**config.mk**
```make
export PLATFORM = sky130hd
export DESIGN_NAME = quad_pos_counter
export DESIGN_NICKNAME = d
export VERILOG_FILES = /design/src/rtl/qdec_pkg.sv /design/src/rtl/qdec_phase.sv /design/src/rtl/qdec_index.sv /design/src/rtl/qdec_pos.sv /design/src/rtl/quad_pos_counter.sv
export SDC_FILE = /design/constraint.sdc
export NUM_CORES = 1
export LEC_CHECK = 0
export BUFFER_PORTS_ARGS = -buffer_cell sky130_fd_sc_hd__buf_2
export CAP_MARGIN = 5
export CORE_AREA = 2 2 106 83
export CTS_CLUSTER_DIAMETER = 50
export CTS_CLUSTER_SIZE = 28
export DETAILED_ROUTE_END_ITERATION = 10
export DIE_AREA = 0 0 108 85
export GPL_TIMING_DRIVEN = 0
export SYNTH_ARGS = -nofsm -noshare
export SYNTH_HDL_FRONTEND = slang
export SYNTH_SLANG_ARGS = --single-unit
```
**constraint.sdc**
```tcl
create_clock -name clk -period 8.72 [get_ports clk]
set_input_delay 0.872 -clock clk [delete_from_list [all_inputs] [get_ports clk]]
set_output_delay 0.872 -clock clk [all_outputs]
set_load 0.005 [all_outputs]
```
**src/rtl/qdec_pkg.sv**
```systemverilog
package qdec_pkg;

    typedef enum logic [1:0] {
        RM_EVERY  = 2'b00,
        RM_FREE_A = 2'b01,
        RM_FIRST  = 2'b10,
        RM_FREE_B = 2'b11
    } rst_mode_e;

    typedef struct packed {
        logic step;
        logic up;
        logic err;
    } qstep_t;

    // Gray phase index of a sample: 00->0, 10->1, 11->2, 01->3
    function automatic logic [1:0] phase_of(input logic [1:0] ab);
        case (ab)
            2'b00:   phase_of = 2'd0;
            2'b10:   phase_of = 2'd1;
            2'b11:   phase_of = 2'd2;
            default: phase_of = 2'd3;
        endcase
    endfunction

    function automatic qstep_t decode(input logic [1:0] prev_ab, input logic [1:0] cur_ab);
        logic [1:0] diff;
        qstep_t     r;
        diff = phase_of(cur_ab) - phase_of(prev_ab);
        r.step = (diff == 2'd1) || (diff == 2'd3);
        r.up   = (diff == 2'd1);
        r.err  = (diff == 2'd2);
        return r;
    endfunction

endpackage

```
**src/rtl/qdec_phase.sv**
```systemverilog
module qdec_phase
    import qdec_pkg::*;
(
    input  logic   clk,
    input  logic   rst,
    input  logic   qa,
    input  logic   qb,
    output qstep_t st
);
    logic [1:0] prev_ab;

    always_ff @(posedge clk) begin
        prev_ab <= {qa, qb};
    end

    always_comb begin
        if (rst) st = '0;
        else     st = decode(prev_ab, {qa, qb});
    end
endmodule

```
**src/rtl/qdec_index.sv**
```systemverilog
module qdec_index #(
    parameter int HOLD_CYC = 3
) (
    input  logic clk,
    input  logic rst,
    input  logic qi,
    input  logic step,
    output logic idx_evt
);
    localparam int AGE_W = $clog2(HOLD_CYC + 1);

    logic             qi_q;
    logic             pend;
    logic [AGE_W-1:0] age;
    logic             rise;

    assign rise    = qi & ~qi_q;
    assign idx_evt = pend && (step || (age == AGE_W'(HOLD_CYC - 1)));

    always_ff @(posedge clk) begin
        qi_q <= qi;
        if (rst) begin
            pend <= 1'b0;
            age  <= '0;
        end else if (rise) begin
            pend <= 1'b1;
            age  <= '0;
        end else if (idx_evt) begin
            pend <= 1'b0;
            age  <= '0;
        end else if (pend) begin
            age  <= age + AGE_W'(1);
        end
    end
endmodule

```
**src/rtl/qdec_pos.sv**
```systemverilog
module qdec_pos
    import qdec_pkg::*;
#(
    parameter int POS_W = 32
) (
    input  logic             clk,
    input  logic             rst,
    input  qstep_t           st,
    input  logic             idx_evt,
    input  rst_mode_e        mode,
    input  logic             clr,
    output logic [POS_W-1:0] position,
    output logic             dir,
    output logic             mark_flag,
    output logic             phase_err
);
    logic do_zero;

    always_comb begin
        case (mode)
            RM_EVERY: do_zero = idx_evt;
            RM_FIRST: do_zero = idx_evt && !mark_flag;
            default:  do_zero = 1'b0;
        endcase
    end

    always_ff @(posedge clk) begin
        if (rst) begin
            position  <= '0;
            dir       <= 1'b1;
            mark_flag <= 1'b0;
            phase_err <= 1'b0;
        end else begin
            if (do_zero)
                position <= '0;
            else if (st.step)
                position <= st.up ? position + POS_W'(1) : position - POS_W'(1);

            if (st.step)
                dir <= st.up;

            if (clr)
                mark_flag <= 1'b0;
            else if (idx_evt)
                mark_flag <= 1'b1;

            if (clr)
                phase_err <= 1'b0;
            else if (st.err)
                phase_err <= 1'b1;
        end
    end
endmodule

```
**src/rtl/quad_pos_counter.sv**
```systemverilog
module quad_pos_counter
    import qdec_pkg::*;
#(
    parameter int POS_W    = 32,
    parameter int HOLD_CYC = 3
) (
    input  logic             clk,
    input  logic             rst,
    input  logic             qa,
    input  logic             qb,
    input  logic             qi,
    input  logic [1:0]       rst_mode,
    input  logic             mark_clr,
    output logic [POS_W-1:0] position,
    output logic             dir,
    output logic             mark_flag,
    output logic             phase_err
);
    qstep_t    st;
    logic      idx_evt;
    rst_mode_e mode_e;

    assign mode_e = rst_mode_e'(rst_mode);

    qdec_phase u_phase (
        .clk (clk),
        .rst (rst),
        .qa  (qa),
        .qb  (qb),
        .st  (st)
    );

    qdec_index #(.HOLD_CYC(HOLD_CYC)) u_index (
        .clk     (clk),
        .rst     (rst),
        .qi      (qi),
        .step    (st.step),
        .idx_evt (idx_evt)
    );

    qdec_pos #(.POS_W(POS_W)) u_pos (
        .clk       (clk),
        .rst       (rst),
        .st        (st),
        .idx_evt   (idx_evt),
        .mode      (mode_e),
        .clr       (mark_clr),
        .position  (position),
        .dir       (dir),
        .mark_flag (mark_flag),
        .phase_err (phase_err)
    );
endmodule

```
==> results_tabular.tex, run 1 <==
\begin{tabular}{lr}
\hline
Metric & Value \\
\hline
\multicolumn{2}{l}{\textbf{Final layout}} \\
\quad Sequential cell area & 821 sq um \\
\quad Final cell count without fillers & 546 \\
\quad Utilization after layout & 0.441 \\
\quad Total inserted antenna cells & 0 \\
\quad Fillers & 829 \\
\quad Fin nets & 485 \\
\quad Synthesis-to-finish area growth & 13.6\% \\
\quad Combined area of the multi-input logic cells & 0.00225 sq mm \\
\quad Area of all placed cells without fillers & 0.00360 sq mm \\
\quad Fraction of final layout cells with drive strength greater than 1 & 0.158 \\
\multicolumn{2}{l}{\textbf{Setup path}} \\
\quad Slowest-stage cell, CP & sky130\_fd\_sc\_hd\_\_inv\_1 \\
\quad Arrival time at the worst endpoint & 5.60 ns \\
\quad Cells traversed along the worst timing path & buf\_2 > inv\_1 > ha\_1 > ha\_1 > nor3\_1 > inv\_1 > ha\_1 > o211ai\_2 > a21oi\_1 > nor4\_1 > o21ai\_1 > o2bb2ai\_2 > o21ai\_1 > a31oi\_1 > or4\_1 > nand3\_1 \\
\quad Number of buffers and inverters on the critical path & 3 \\
\quad WS Path Type & in -> reg \\
\quad Critical Path Source Type & input pin \\
\quad Flop-to-flop setup slack & 3.69 ns \\
\quad Nature of the critical path endpoint & flip-flop \\
\quad Most frequent cell on the critical path & sky130\_fd\_sc\_hd\_\_ha\_1 \\
\quad Req. time, crit path & 8.98 ns \\
\quad Worst stage delay on the critical path & 0.76 ns \\
\quad Top Family by Delay on Critical Path & adder cells \\
\quad Highest fanout seen on the critical path & 34 \\
\multicolumn{2}{l}{\textbf{Timing}} \\
\quad Post-route minimum period & 5.34 ns \\
\quad Transition at the pin with the smallest max-transition slack & 1.21 ns \\
\quad Final hold viol count & 0 \\
\quad Period utilisation layout & 0.612 \\
\quad Largest clock skew in the final design & 0.00640 ns \\
\quad Final setup violation count & 0 \\
\quad Total count of max-transition violations in the final report & 0 \\
\quad RSZ-0062 raised after global routing & no \\
\quad Normalized max-slew margin & 0.190 \\
\quad Fin Setup TNS & 0 ns \\
\quad Highest clock rate & 0.187 GHz \\
\multicolumn{2}{l}{\textbf{Status}} \\
\quad Result of the run & complete, no violations \\
\multicolumn{2}{l}{\textbf{Synth}} \\
\quad Number of synthesis warnings & 0 \\
\quad Post-Synthesis Cells & 389 \\
\quad Post-Synthesis Cell Area & 0.00317 sq mm \\
\quad Post-synth top area cell & sky130\_fd\_sc\_hd\_\_dfxtp\_1 \\
\quad Synthesized flop and latch total & 41 \\
\quad Area share of the leading cell type in the synthesized netlist & 0.259 \\
\quad Synthesized-area fraction occupied by adder cells & 0.160 \\
\quad Syn\_area\_per\_cell & 8.14 sq um \\
\quad Top\_reg\_cell synth & sky130\_fd\_sc\_hd\_\_dfxtp\_1 \\
\quad Async set-or-reset flop fraction in the synthesized netlist & 0 \\
\quad Post-synth net total & 437 \\
\quad Number of flops mapped to enable cells by yosys & 0 \\
\quad Netlist cell types & 54 \\
\quad Synth Area in Simple Gates & 0.193 \\
\quad Dominant combinational cell family by area after synthesis & compound AO/OA/AOI/OAI gates \\
\quad Share of synthesized area occupied by flip-flops and latches & 0.259 \\
\quad Synth area leaders & sky130\_fd\_sc\_hd\_\_dfxtp\_1 (26\%), sky130\_fd\_sc\_hd\_\_ha\_1 (15\%), sky130\_fd\_sc\_hd\_\_a21oi\_1 (7.6\%) \\
\quad Portion of netlist area occupied by mux cells & 0.0190 \\
\quad Area fraction in compound gates after synthesis & 0.259 \\
\quad Synth Area in XOR/XNOR & 0.0802 \\
\multicolumn{2}{l}{\textbf{Clocking}} \\
\quad CTS tree & built \\
\quad Sink count of the clock tree & 41 \\
\quad Root buffer cell & sky130\_fd\_sc\_hd\_\_clkbuf\_8 \\
\quad H-tree levels & 2 \\
\quad Count of hold-fix buffers inserted at cts & 0 \\
\quad Number of setup buffers added after CTS & 0 \\
\quad Clock insertion delay at the later pin of the skew report & 0.31 ns \\
\quad Buffer levels on the longest clock path & 2 \\
\quad Clock Pin Slew Worst Setup and Hold Paths & 0.09 ns \\
\quad Cts bufs inserted & 5 \\
\quad Post-cts repair resize count & 0 \\
\multicolumn{2}{l}{\textbf{Placed design}} \\
\quad Total instance count after detailed placement & 538 \\
\quad Total of buffers placed on input and output ports & 41 \\
\quad Final weighted congestion in routability-driven placement & 0.854 \\
\quad Dpl cell area & 0.00351 sq mm \\
\quad Half-perimeter wire length after placement & 5820 um \\
\multicolumn{2}{l}{\textbf{Die}} \\
\quad X dimension of the die & 108 um \\
\quad Number of top-level design ports & 43 \\
\quad Core Area & 0.00816 sq mm \\
\quad Y dimension of the die & 85 um \\
\quad Starting utilization of the core area & 0.388 \\
\quad Die Area & 0.00918 sq mm \\
\quad Number of placement rows & 29 \\
\multicolumn{2}{l}{\textbf{Global route}} \\
\quad Vias in the first global route & 2604 \\
\quad Global-route wire length before repair & 12800 um \\
\quad Number of antenna violations at the first check in global routing & 0 \\
\quad Aggregate global-route resource usage & 0.177 \\
\quad Remaining global-route overflow & 0 \\
\quad Pin count of the biggest net entering global routing & 35 \\
\multicolumn{2}{l}{\textbf{Route}} \\
\quad Total detailed-routing wirelength & 7760 um \\
\quad Vias & 2844 \\
\quad Via-per-instance ratio & 5.21 \\
\quad Violation count after the first detailed-routing iteration & 120 \\
\quad DRC Markers & 0 \\
\quad Average wire length per cell after detail routing & 14.2 um \\
\quad Router iterations before antenna repair & 4 \\
\quad Post-detailed-route count of antenna-violating nets & 0 \\
\multicolumn{2}{l}{\textbf{Worst hold path}} \\
\quad Worst hold path type & reg -> reg \\
\multicolumn{2}{l}{\textbf{Run}} \\
\quad Max-capacitance violation count & 0 \\
\hline
\end{tabular}
-- cells in the final DEF (no fill, tap or decap), types with 10 or more instances in the layout --
cell type                 instances
sky130_fd_sc_hd__a21o_1          13
sky130_fd_sc_hd__a21oi_1         48
sky130_fd_sc_hd__nand3_1         12
sky130_fd_sc_hd__nand2_1         37
sky130_fd_sc_hd__xnor2_1         14
sky130_fd_sc_hd__inv_1           10
sky130_fd_sc_hd__ha_1            39
sky130_fd_sc_hd__xor2_1          15
sky130_fd_sc_hd__o21ai_0         13
sky130_fd_sc_hd__dfxtp_1         41
sky130_fd_sc_hd__buf_2           43
sky130_fd_sc_hd__nor2_1          52
-- synth_stat cells (2+ instances only) --
library cell / n
sky130_fd_sc_hd__a2111oi_4: 2
sky130_fd_sc_hd__a211oi_1: 3
sky130_fd_sc_hd__a21boi_0: 4
sky130_fd_sc_hd__a21o_1: 13
sky130_fd_sc_hd__a21oi_1: 48
sky130_fd_sc_hd__a21oi_2: 2
sky130_fd_sc_hd__a31oi_1: 4
sky130_fd_sc_hd__and2_1: 4
sky130_fd_sc_hd__and3_1: 3
sky130_fd_sc_hd__buf_2: 2
sky130_fd_sc_hd__clkbuf_1: 9
sky130_fd_sc_hd__dfxtp_1: 41
sky130_fd_sc_hd__ha_1: 39
sky130_fd_sc_hd__inv_1: 10
sky130_fd_sc_hd__mux2i_1: 6
sky130_fd_sc_hd__nand2_1: 37
sky130_fd_sc_hd__nand2b_1: 5
sky130_fd_sc_hd__nand3_1: 12
sky130_fd_sc_hd__nand4_1: 4
sky130_fd_sc_hd__nor2_1: 52
sky130_fd_sc_hd__nor2b_1: 3
sky130_fd_sc_hd__nor3_1: 7
sky130_fd_sc_hd__nor4_1: 2
sky130_fd_sc_hd__o21a_1: 2
sky130_fd_sc_hd__o21ai_0: 13
sky130_fd_sc_hd__o21ai_1: 3
sky130_fd_sc_hd__o21ai_2: 2
sky130_fd_sc_hd__o31a_1: 2
sky130_fd_sc_hd__o31ai_1: 2
sky130_fd_sc_hd__or3_1: 2
sky130_fd_sc_hd__xnor2_1: 14
sky130_fd_sc_hd__xor2_1: 15
-- state kept, by name (all words and copies together) (netlist names) --
signal and count:
u_index.age 2, u_pos.dir 1, u_pos.position 32, u_index.pend 1, u_pos.mark_flag 1, u_pos.phase_err 1
u_phase.prev_ab 2, u_index.qi_q 1
-- kinds of logic after synthesis --
logic type               Yosys count
AND/OR/NAND/NOR                  135
flip-flops                        41
XOR/XNOR                          29
multiplexers                       6
buffers and inverters             24
adder cells (fa/ha/maj)           40
AO/OA/AOI/OAI                    114
-- area by class of cell --
| type | count | share of cell area |
|---|---|---|
| Sequential cell | 41 | 0.228 |
| Inverter | 11 | 0.0115 |
| Buffer | 13 | 0.0146 |
| Clock inverter | 3 | 0.00626 |
| Clock buffer | 5 | 0.0191 |
| Timing Repair Buffer | 41 | 0.0570 |
| Tap cell | 108 | 0.0375 |
| Multi-Input combinational cell | 324 | 0.626 |
-- routing by layer --
| layer | wire length, um | global-route usage | share of wire |
|---|---|---|---|
| met1 | 3990 | 0.254 | 0.51 |
| met2 | 3310 | 0.272 | 0.43 |
| met3 | 368 | 0.0307 | 0.047 |
| met4 | 95 | 0.0524 | 0.012 |
| met5 | 0 | 0 | 0 |
-- worst paths after layout --
kind	startpoint	cells past startpoint	end
max	qa	16	u_pos.position[30]
min	u_pos.position[22]	2	u_pos.position[22]
max reg2reg	u_phase.prev_ab[1]	16	u_pos.position[30]
min reg2reg	u_pos.position[22]	2	u_pos.position[22]
-- through the flow --
stage	hold WS [ns]	worst slack, ns
after CTS	0.486	3.45
after global placement	0.461	3.12
after global routing	0.498	2.93
after detailed placement	0.472	3.13
final	0.482	3.38
after floorplan	0.459	3.99
-- worst reg2reg max path: cells and delay by family (launching register included) --
| family | cells | cell delay (ns) |
|---|---|---|
| fa+ha+maj | 3 | 1.30 |
| buf+inv | 3 | 0.85 |
| compound gates | 6 | 1.26 |
| simple gates | 4 | 1.21 |
| flops | 1 | 0.35 |
Power of run 1 is left out: the tool's default activity adds up to more than one toggle a clock period on the data nets, which glitch-free logic cannot reach.
==> run 2: changes to the inputs <==
- clock period: 8.72 -> 4.9 ns (I/O delays scaled with it)
==> results_tabular.tex, run 2 (synthesized netlist as in run 1, its figures left out) <==
\begin{tabular}{lr}
\hline
Metric & Value \\
\hline
\multicolumn{2}{l}{\textbf{Clocking}} \\
\quad Cts bufs inserted & 5 \\
\quad Count of hold-fix buffers inserted at cts & 0 \\
\quad Clock insertion delay at the later pin of the skew report & 0.31 ns \\
\quad Sink count of the clock tree & 41 \\
\quad Buffer levels on the longest clock path & 2 \\
\quad H-tree levels & 2 \\
\quad Clock Pin Slew Worst Setup and Hold Paths & 0.09 ns \\
\quad Root buffer cell & sky130\_fd\_sc\_hd\_\_clkbuf\_8 \\
\quad CTS tree & built \\
\multicolumn{2}{l}{\textbf{Setup path}} \\
\quad Highest fanout seen on the critical path & 13 \\
\quad Worst setup path startpoint & u\_phase.prev\_ab[1] \\
\quad Crit Reg-Reg Startpoint & u\_phase.prev\_ab[1] \\
\quad WS Path Type & reg -> reg \\
\quad Nature of the critical path endpoint & flip-flop \\
\quad Req. time, crit path & 5.11 ns \\
\quad Arrival time at the worst endpoint & 4.72 ns \\
\quad Critical Path Source Type & flip-flop \\
\multicolumn{2}{l}{\textbf{Timing}} \\
\quad Final hold viol count & 0 \\
\quad Highest clock rate & 0.222 GHz \\
\quad Fin Setup TNS & 0 ns \\
\quad Transition at the pin with the smallest max-transition slack & 0.745 ns \\
\quad Period utilisation layout & 0.920 \\
\quad Normalized max-slew margin & 0.500 \\
\quad Total count of max-transition violations in the final report & 0 \\
\quad Final setup violation count & 0 \\
\quad Post-route minimum period & 4.51 ns \\
\quad Largest clock skew in the final design & 0.00582 ns \\
\quad Hold slack & 0.281 ns \\
\multicolumn{2}{l}{\textbf{Route}} \\
\quad Violation count after the first detailed-routing iteration & 105 \\
\quad Vias & 2867 \\
\quad Router iterations before antenna repair & 4 \\
\quad DRC Markers & 0 \\
\quad Via-per-instance ratio & 5.21 \\
\quad Average wire length per cell after detail routing & 14.2 um \\
\quad Post-detailed-route count of antenna-violating nets & 0 \\
\quad Total detailed-routing wirelength & 7800 um \\
\multicolumn{2}{l}{\textbf{Final layout}} \\
\quad Total inserted antenna cells & 0 \\
\quad Leading cell types in the layout, fill and taps excluded & sky130\_fd\_sc\_hd\_\_nor2\_1 (52), sky130\_fd\_sc\_hd\_\_a21oi\_1 (48), sky130\_fd\_sc\_hd\_\_buf\_2 (43) \\
\quad Most flop-heavy register & u\_pos.position \\
\quad Synthesis-to-finish area growth & 14.8\% \\
\quad Area of all placed cells without fillers & 0.00364 sq mm \\
\quad Fraction of final layout cells with drive strength greater than 1 & 0.170 \\
\quad Top Registers & u\_pos.position: 32 flops, u\_index.age: 2 flops, u\_phase.prev\_ab: 2 flops \\
\quad Number of flip-flops under the largest register name & 32 \\
\quad Commonest non-fill, non-tap cell in the layout & sky130\_fd\_sc\_hd\_\_nor2\_1 \\
\quad Fillers & 824 \\
\quad Fin nets & 489 \\
\multicolumn{2}{l}{\textbf{Die}} \\
\quad X dimension of the die & 108 um \\
\quad Y dimension of the die & 85 um \\
\quad Number of top-level design ports & 43 \\
\quad Core Area & 0.00816 sq mm \\
\quad Number of placement rows & 29 \\
\quad Starting utilization of the core area & 0.388 \\
\quad Die Area & 0.00918 sq mm \\
\multicolumn{2}{l}{\textbf{Worst hold path}} \\
\quad Worst hold path type & in -> reg \\
\quad Start point of the worst hold path & qi \\
\multicolumn{2}{l}{\textbf{Global route}} \\
\quad Aggregate global-route resource usage & 0.177 \\
\quad Number of antenna violations at the first check in global routing & 0 \\
\quad Pin count of the biggest net entering global routing & 18 \\
\quad Remaining global-route overflow & 0 \\
\quad Vias in the first global route & 2608 \\
\quad Global-route wire length before repair & 12800 um \\
\multicolumn{2}{l}{\textbf{Status}} \\
\quad Result of the run & complete, no violations \\
\multicolumn{2}{l}{\textbf{Placed design}} \\
\quad Half-perimeter wire length after placement & 5820 um \\
\quad Total of buffers placed on input and output ports & 41 \\
\quad Final weighted congestion in routability-driven placement & 0.854 \\
\quad Dpl cell area & 0.00351 sq mm \\
\multicolumn{2}{l}{\textbf{Pwr}} \\
\quad P\_leak & 1.65 nW \\
\quad Power density over cell area & 886 mW/mm\^{}2 \\
\quad Final total power & 3.22 mW \\
\quad Max VDD drop & 0.308 mV \\
\multicolumn{2}{l}{\textbf{Run}} \\
\quad Max-capacitance violation count & 0 \\
\hline
\end{tabular}
[run 2: layer usage]
| layer | global-route usage | share of wire |
|---|---|---|
| met3 | 0.0353 | 0.043 |
| met5 | 0 | 0 |
| met4 | 0.0490 | 0.014 |
| met2 | 0.270 | 0.42 |
| met1 | 0.254 | 0.52 |
[run 2: power breakdown]
group	switching, mW	internal, mW
logic	1.35	1.06
registers	0.109	0.463
clock network	0.142	0.101
[run 2: repair_timing]
action                                  4_1_cts  5_1_grt
setup buffers                                 0        3
gates cloned                                  1        0
endpoints found under the setup margin        5       10
gates resized for setup                       3        0
[run 2: final cells by class]
class	instances	area, sq um	share of cell area
plain buffers	13	52.6	0.0144
clock buffers	5	68.8	0.0189
clock inverters	3	22.5	0.00619
inverters	11	45.0	0.0124
multi-input cells	324	2260	0.621
flip-flops and latches	41	821	0.226
well taps	108	135	0.0371
repair buffers	44	228	0.0626
repair inverters	1	7.51	0.00206
[run 2: worst paths after layout]
check,end,slack (ns),cells past startpoint
worst max-delay path,u_pos.position[31],0.39,18
worst min-delay path,u_index.qi_q,0.28,1
worst max register to register,u_pos.position[31],0.39,18
worst min register to register,u_pos.position[22],0.48,2
[run 2: through the flow]
| stage | worst slack [ns] | util | instances |
|---|---|---|---|
| 4_1_cts | 0.160 | 0.443 | 547 |
| 6_report | 0.390 | 0.446 | 550 |
| 3_5_place_dp | -0.309 | 0.430 | 538 |
| 3_3_place_gp | -0.315 | 0.430 | 538 |
| 5_1_grt | -0.0214 | 0.446 | 550 |
| 2_1_floorplan | 0.557 | - | 389 |
[run 2: critical path: stages (launching register included)]
cell	delay, ns
sky130_fd_sc_hd__dfxtp_1	0.35
sky130_fd_sc_hd__inv_1	0.05
sky130_fd_sc_hd__ha_1	0.27
sky130_fd_sc_hd__inv_1	0.04
sky130_fd_sc_hd__ha_1	0.36
sky130_fd_sc_hd__nor3_2	0.66
sky130_fd_sc_hd__clkinvlp_4	0.23
sky130_fd_sc_hd__buf_4	0.24
sky130_fd_sc_hd__buf_4	0.15
sky130_fd_sc_hd__ha_1	0.37
sky130_fd_sc_hd__nand4_2	0.16
sky130_fd_sc_hd__nor2_1	0.09
sky130_fd_sc_hd__a2111oi_4	0.33
sky130_fd_sc_hd__o21ai_4	0.16
sky130_fd_sc_hd__a21oi_4	0.19
sky130_fd_sc_hd__o21ai_2	0.12
sky130_fd_sc_hd__a2111oi_4	0.43
sky130_fd_sc_hd__a21o_1	0.12
sky130_fd_sc_hd__nand3_1	0.06
No activity file was read; power rests on OpenSTA's default activity.
==> run 3: changes to the inputs <==
- CORE_AREA: 2 2 106 83 -> 2 2 111 86
- DIE_AREA: 0 0 108 85 -> 0 0 113 88
- SYNTH_HIERARCHICAL: not set -> 1
==> results_tabular.tex, run 3 <==
\begin{tabular}{lr}
\hline
Metric & Value \\
\hline
\multicolumn{2}{l}{\textbf{Die}} \\
\quad Number of top-level design ports & 43 \\
\quad Y dimension of the die & 88 um \\
\quad Starting utilization of the core area & 0.388 \\
\quad Number of placement rows & 30 \\
\quad X dimension of the die & 113 um \\
\quad Core Area & 0.00886 sq mm \\
\quad Die Area & 0.00994 sq mm \\
\multicolumn{2}{l}{\textbf{Final layout}} \\
\quad Most flop-heavy register & u\_pos/position \\
\quad Leading cell types in the layout, fill and taps excluded & sky130\_fd\_sc\_hd\_\_buf\_2 (42), sky130\_fd\_sc\_hd\_\_dfxtp\_1 (41), sky130\_fd\_sc\_hd\_\_nand2\_1 (41) \\
\quad Synthesis-to-finish area growth & 15.7\% \\
\quad Area of all placed cells without fillers & 0.00398 sq mm \\
\quad Commonest non-fill, non-tap cell in the layout & sky130\_fd\_sc\_hd\_\_buf\_2 \\
\quad Total inserted antenna cells & 0 \\
\quad Fraction of final layout cells with drive strength greater than 1 & 0.177 \\
\quad Number of flip-flops under the largest register name & 32 \\
\quad Final cell count without fillers & 587 \\
\quad Fin nets & 519 \\
\quad Top Registers & u\_pos/position: 32 flops, u\_index/age: 2 flops, u\_phase/prev\_ab: 2 flops \\
\multicolumn{2}{l}{\textbf{Setup path}} \\
\quad Req. time, crit path & 5.14 ns \\
\quad Highest fanout seen on the critical path & 9 \\
\quad Most frequent cell on the critical path & sky130\_fd\_sc\_hd\_\_ha\_1 \\
\quad Nature of the critical path endpoint & flip-flop \\
\quad WS Path Type & reg -> reg \\
\quad Arrival time at the worst endpoint & 4.85 ns \\
\quad Worst stage delay on the critical path & 0.49 ns \\
\quad Slowest-stage cell, CP & sky130\_fd\_sc\_hd\_\_o31ai\_1 \\
\quad Critical Path Source Type & flip-flop \\
\quad Cells traversed along the worst timing path & inv\_1 > ha\_1 > inv\_1 > ha\_1 > xnor3\_1 > and2\_1 > clkinvlp\_4 > ha\_1 > nor2b\_1 > o2111a\_1 > o211ai\_1 > a21boi\_1 > o31ai\_1 > o211ai\_1 > nor4\_1 > a211o\_1 \\
\multicolumn{2}{l}{\textbf{Global route}} \\
\quad Aggregate global-route resource usage & 0.190 \\
\quad Global-route wire length before repair & 15000 um \\
\quad Gr busiest metal & met1 \\
\quad Met3 usage & 0.0346 \\
\quad GRT met1 Usage & 0.291 \\
\quad Remaining global-route overflow & 0 \\
\quad M2 GR Usage & 0.275 \\
\quad Number of antenna violations at the first check in global routing & 0 \\
\quad Vias in the first global route & 2909 \\
\quad Pin count of the biggest net entering global routing & 17 \\
\multicolumn{2}{l}{\textbf{Timing}} \\
\quad Fin Setup TNS & 0 ns \\
\quad Transition at the pin with the smallest max-transition slack & 0.819 ns \\
\quad Total count of max-transition violations in the final report & 0 \\
\quad Setup slack of the critical path after layout & 0.289 ns \\
\quad Largest clock skew in the final design & 0.00340 ns \\
\quad Final hold viol count & 0 \\
\quad Hold slack & 0.304 ns \\
\quad Normalized max-slew margin & 0.454 \\
\quad Period utilisation layout & 0.941 \\
\quad RSZ-0062 raised after global routing & no \\
\quad Post-route minimum period & 4.61 ns \\
\quad Final setup violation count & 0 \\
\quad Highest clock rate & 0.217 GHz \\
\multicolumn{2}{l}{\textbf{Clocking}} \\
\quad Root buffer cell & sky130\_fd\_sc\_hd\_\_clkbuf\_16 \\
\quad Count of hold-fix buffers inserted at cts & 0 \\
\quad Sink count of the clock tree & 41 \\
\quad Clock insertion delay at the later pin of the skew report & 0.29 ns \\
\quad Cts bufs inserted & 5 \\
\quad Clock Pin Slew Worst Setup and Hold Paths & 0.07 ns \\
\quad CTS tree & built \\
\quad Buffer levels on the longest clock path & 2 \\
\quad H-tree levels & 2 \\
\multicolumn{2}{l}{\textbf{Synth}} \\
\quad Share of synthesized area occupied by flip-flops and latches & 0.239 \\
\quad Area share of the leading cell type in the synthesized netlist & 0.239 \\
\quad Synth area leaders & sky130\_fd\_sc\_hd\_\_dfxtp\_1 (24\%), sky130\_fd\_sc\_hd\_\_ha\_1 (13\%), sky130\_fd\_sc\_hd\_\_a21oi\_1 (5.2\%) \\
\quad Syn\_area\_per\_cell & 8.19 sq um \\
\quad Netlist cell types & 65 \\
\quad Number of synthesis warnings & 6 \\
\quad Number of flops mapped to enable cells by yosys & 0 \\
\quad Synthesized flop and latch total & 41 \\
\quad Async set-or-reset flop fraction in the synthesized netlist & 0 \\
\quad Commonest cells in the synthesized netlist & sky130\_fd\_sc\_hd\_\_dfxtp\_1 (41), sky130\_fd\_sc\_hd\_\_nand2\_1 (41), sky130\_fd\_sc\_hd\_\_a21oi\_1 (36), sky130\_fd\_sc\_hd\_\_ha\_1 (36), sky130\_fd\_sc\_hd\_\_nor2\_1 (32) \\
\quad Post-synth top area cell & sky130\_fd\_sc\_hd\_\_dfxtp\_1 \\
\quad Post-Synthesis Cells & 420 \\
\quad Post-synth net total & 465 \\
\quad Post-Synthesis Cell Area & 0.00344 sq mm \\
\quad Top\_reg\_cell synth & sky130\_fd\_sc\_hd\_\_dfxtp\_1 \\
\multicolumn{2}{l}{\textbf{Pwr}} \\
\quad P\_leak & 1.91 nW \\
\quad Part of the total power dissipated in the clock network & 0.110 \\
\quad Max VDD drop & 0.226 mV \\
\quad Net switching power figure & 1.56 mW \\
\quad Comb pwr share & 0.728 \\
\quad Power density over cell area & 812 mW/mm\^{}2 \\
\quad Fraction of power spent switching nets & 0.483 \\
\quad Sequential power share & 0.162 \\
\quad Power Internal & 1.67 mW \\
\multicolumn{2}{l}{\textbf{Placed design}} \\
\quad Final weighted congestion in routability-driven placement & 0.896 \\
\quad Total of buffers placed on input and output ports & 42 \\
\quad Total instance count after detailed placement & 574 \\
\quad Pre-CTS setup slack & -0.372 ns \\
\quad Half-perimeter wire length after placement & 6850 um \\
\quad Dpl cell area & 0.00379 sq mm \\
\multicolumn{2}{l}{\textbf{Route}} \\
\quad Total detailed-routing wirelength & 9260 um \\
\quad Violation count after the first detailed-routing iteration & 181 \\
\quad Post-detailed-route count of antenna-violating nets & 0 \\
\quad DRC Markers & 4 \\
\quad Vias & 3262 \\
\quad Router iterations before antenna repair & 7 \\
\quad Average wire length per cell after detail routing & 15.8 um \\
\quad Via-per-instance ratio & 5.56 \\
\multicolumn{2}{l}{\textbf{Worst hold path}} \\
\quad Worst hold path type & in -> reg \\
\multicolumn{2}{l}{\textbf{Run}} \\
\quad Max-capacitance violation count & 0 \\
\multicolumn{2}{l}{\textbf{Status}} \\
\quad Result of the run & complete, but fails checks \\
\quad Violations in the final reports & DRC \\
\hline
\end{tabular}
-- run 3: path summary, 6_finish.rpt --
kind	from	to	slack [ns]	depth (start not counted)
worst max-delay path	u_phase/prev_ab[1]	u_pos/position[28]	0.29	16
worst min-delay path	qi	u_index/qi_q	0.30	1
worst max register to register	u_phase/prev_ab[1]	u_pos/position[28]	0.29	16
worst min register to register	u_pos/position[15]	u_pos/position[15]	0.48	2
-- run 3: kinds of logic (layout without fill, tap and decap cells) --
logic type,after synthesis,in the layout,synth area share
AND/OR/NAND/NOR,150,150,0.224
AO/OA/AOI/OAI,124,124,0.253
flip-flops,41,41,0.239
adder cells (fa/ha/maj),37,37,0.137
buffers and inverters,35,90,0.0535
XOR/XNOR,18,18,0.0498
multiplexers,15,15,0.0436
-- run 3: what timing repair did --
action | CTS | global route
hold endpoints to repair | 0 | 0
cloned | 1 | 0
gates resized for setup | 1 | 1
setup buffers | 0 | 4
setup endpoints to repair | 2 | 8
-- run 3: critical path, delay by kind of cell, from the launching register on --
kind / cells / cell delay, ns
AND/OR/NAND/NOR: 3 / 0.83
XOR/XNOR: 1 / 0.39
adder cells (fa/ha/maj): 3 / 0.81
flip-flops: 1 / 0.33
AO/OA/AOI/OAI: 6 / 1.79
buffers and inverters: 3 / 0.39
-- run 3: per-stage QoR --
stage	power (mW)	utilization
floorplan	2.34	-
global placement	2.81	0.428
detailed placement	2.83	0.428
CTS	3.21	0.446
global route	3.55	0.450
finish	3.23	0.450
-- run 3: layer usage --
metal,share of wire,wire [um]
met4,0.0081,75
met1,0.55,5100
met2,0.40,3730
met3,0.038,356
met5,0,0
-- run 3: layout make-up --
cell class              instances  area [sq um]
clock buffers                   5           125
well taps                     112           140
clock inverters                 3          25.0
inverters                      17          67.6
multi-input cells             344          2440
repair buffers                 46           240
plain buffers                  18           120
flip-flops and latches         41           821
fillers                       897          4880
repair inverters                1          7.51
-- run 3: power groups by stage --
stage,Sequential (mW),Clock [mW],Combinational (mW)
6_report,0.524,0.355,2.36
5_1_grt,0.537,0.383,2.63
4_1_cts,0.525,0.365,2.32
3_5_place_dp,0.532,0,2.30
3_3_place_gp,0.528,0,2.28
2_1_floorplan,0.528,0,1.81
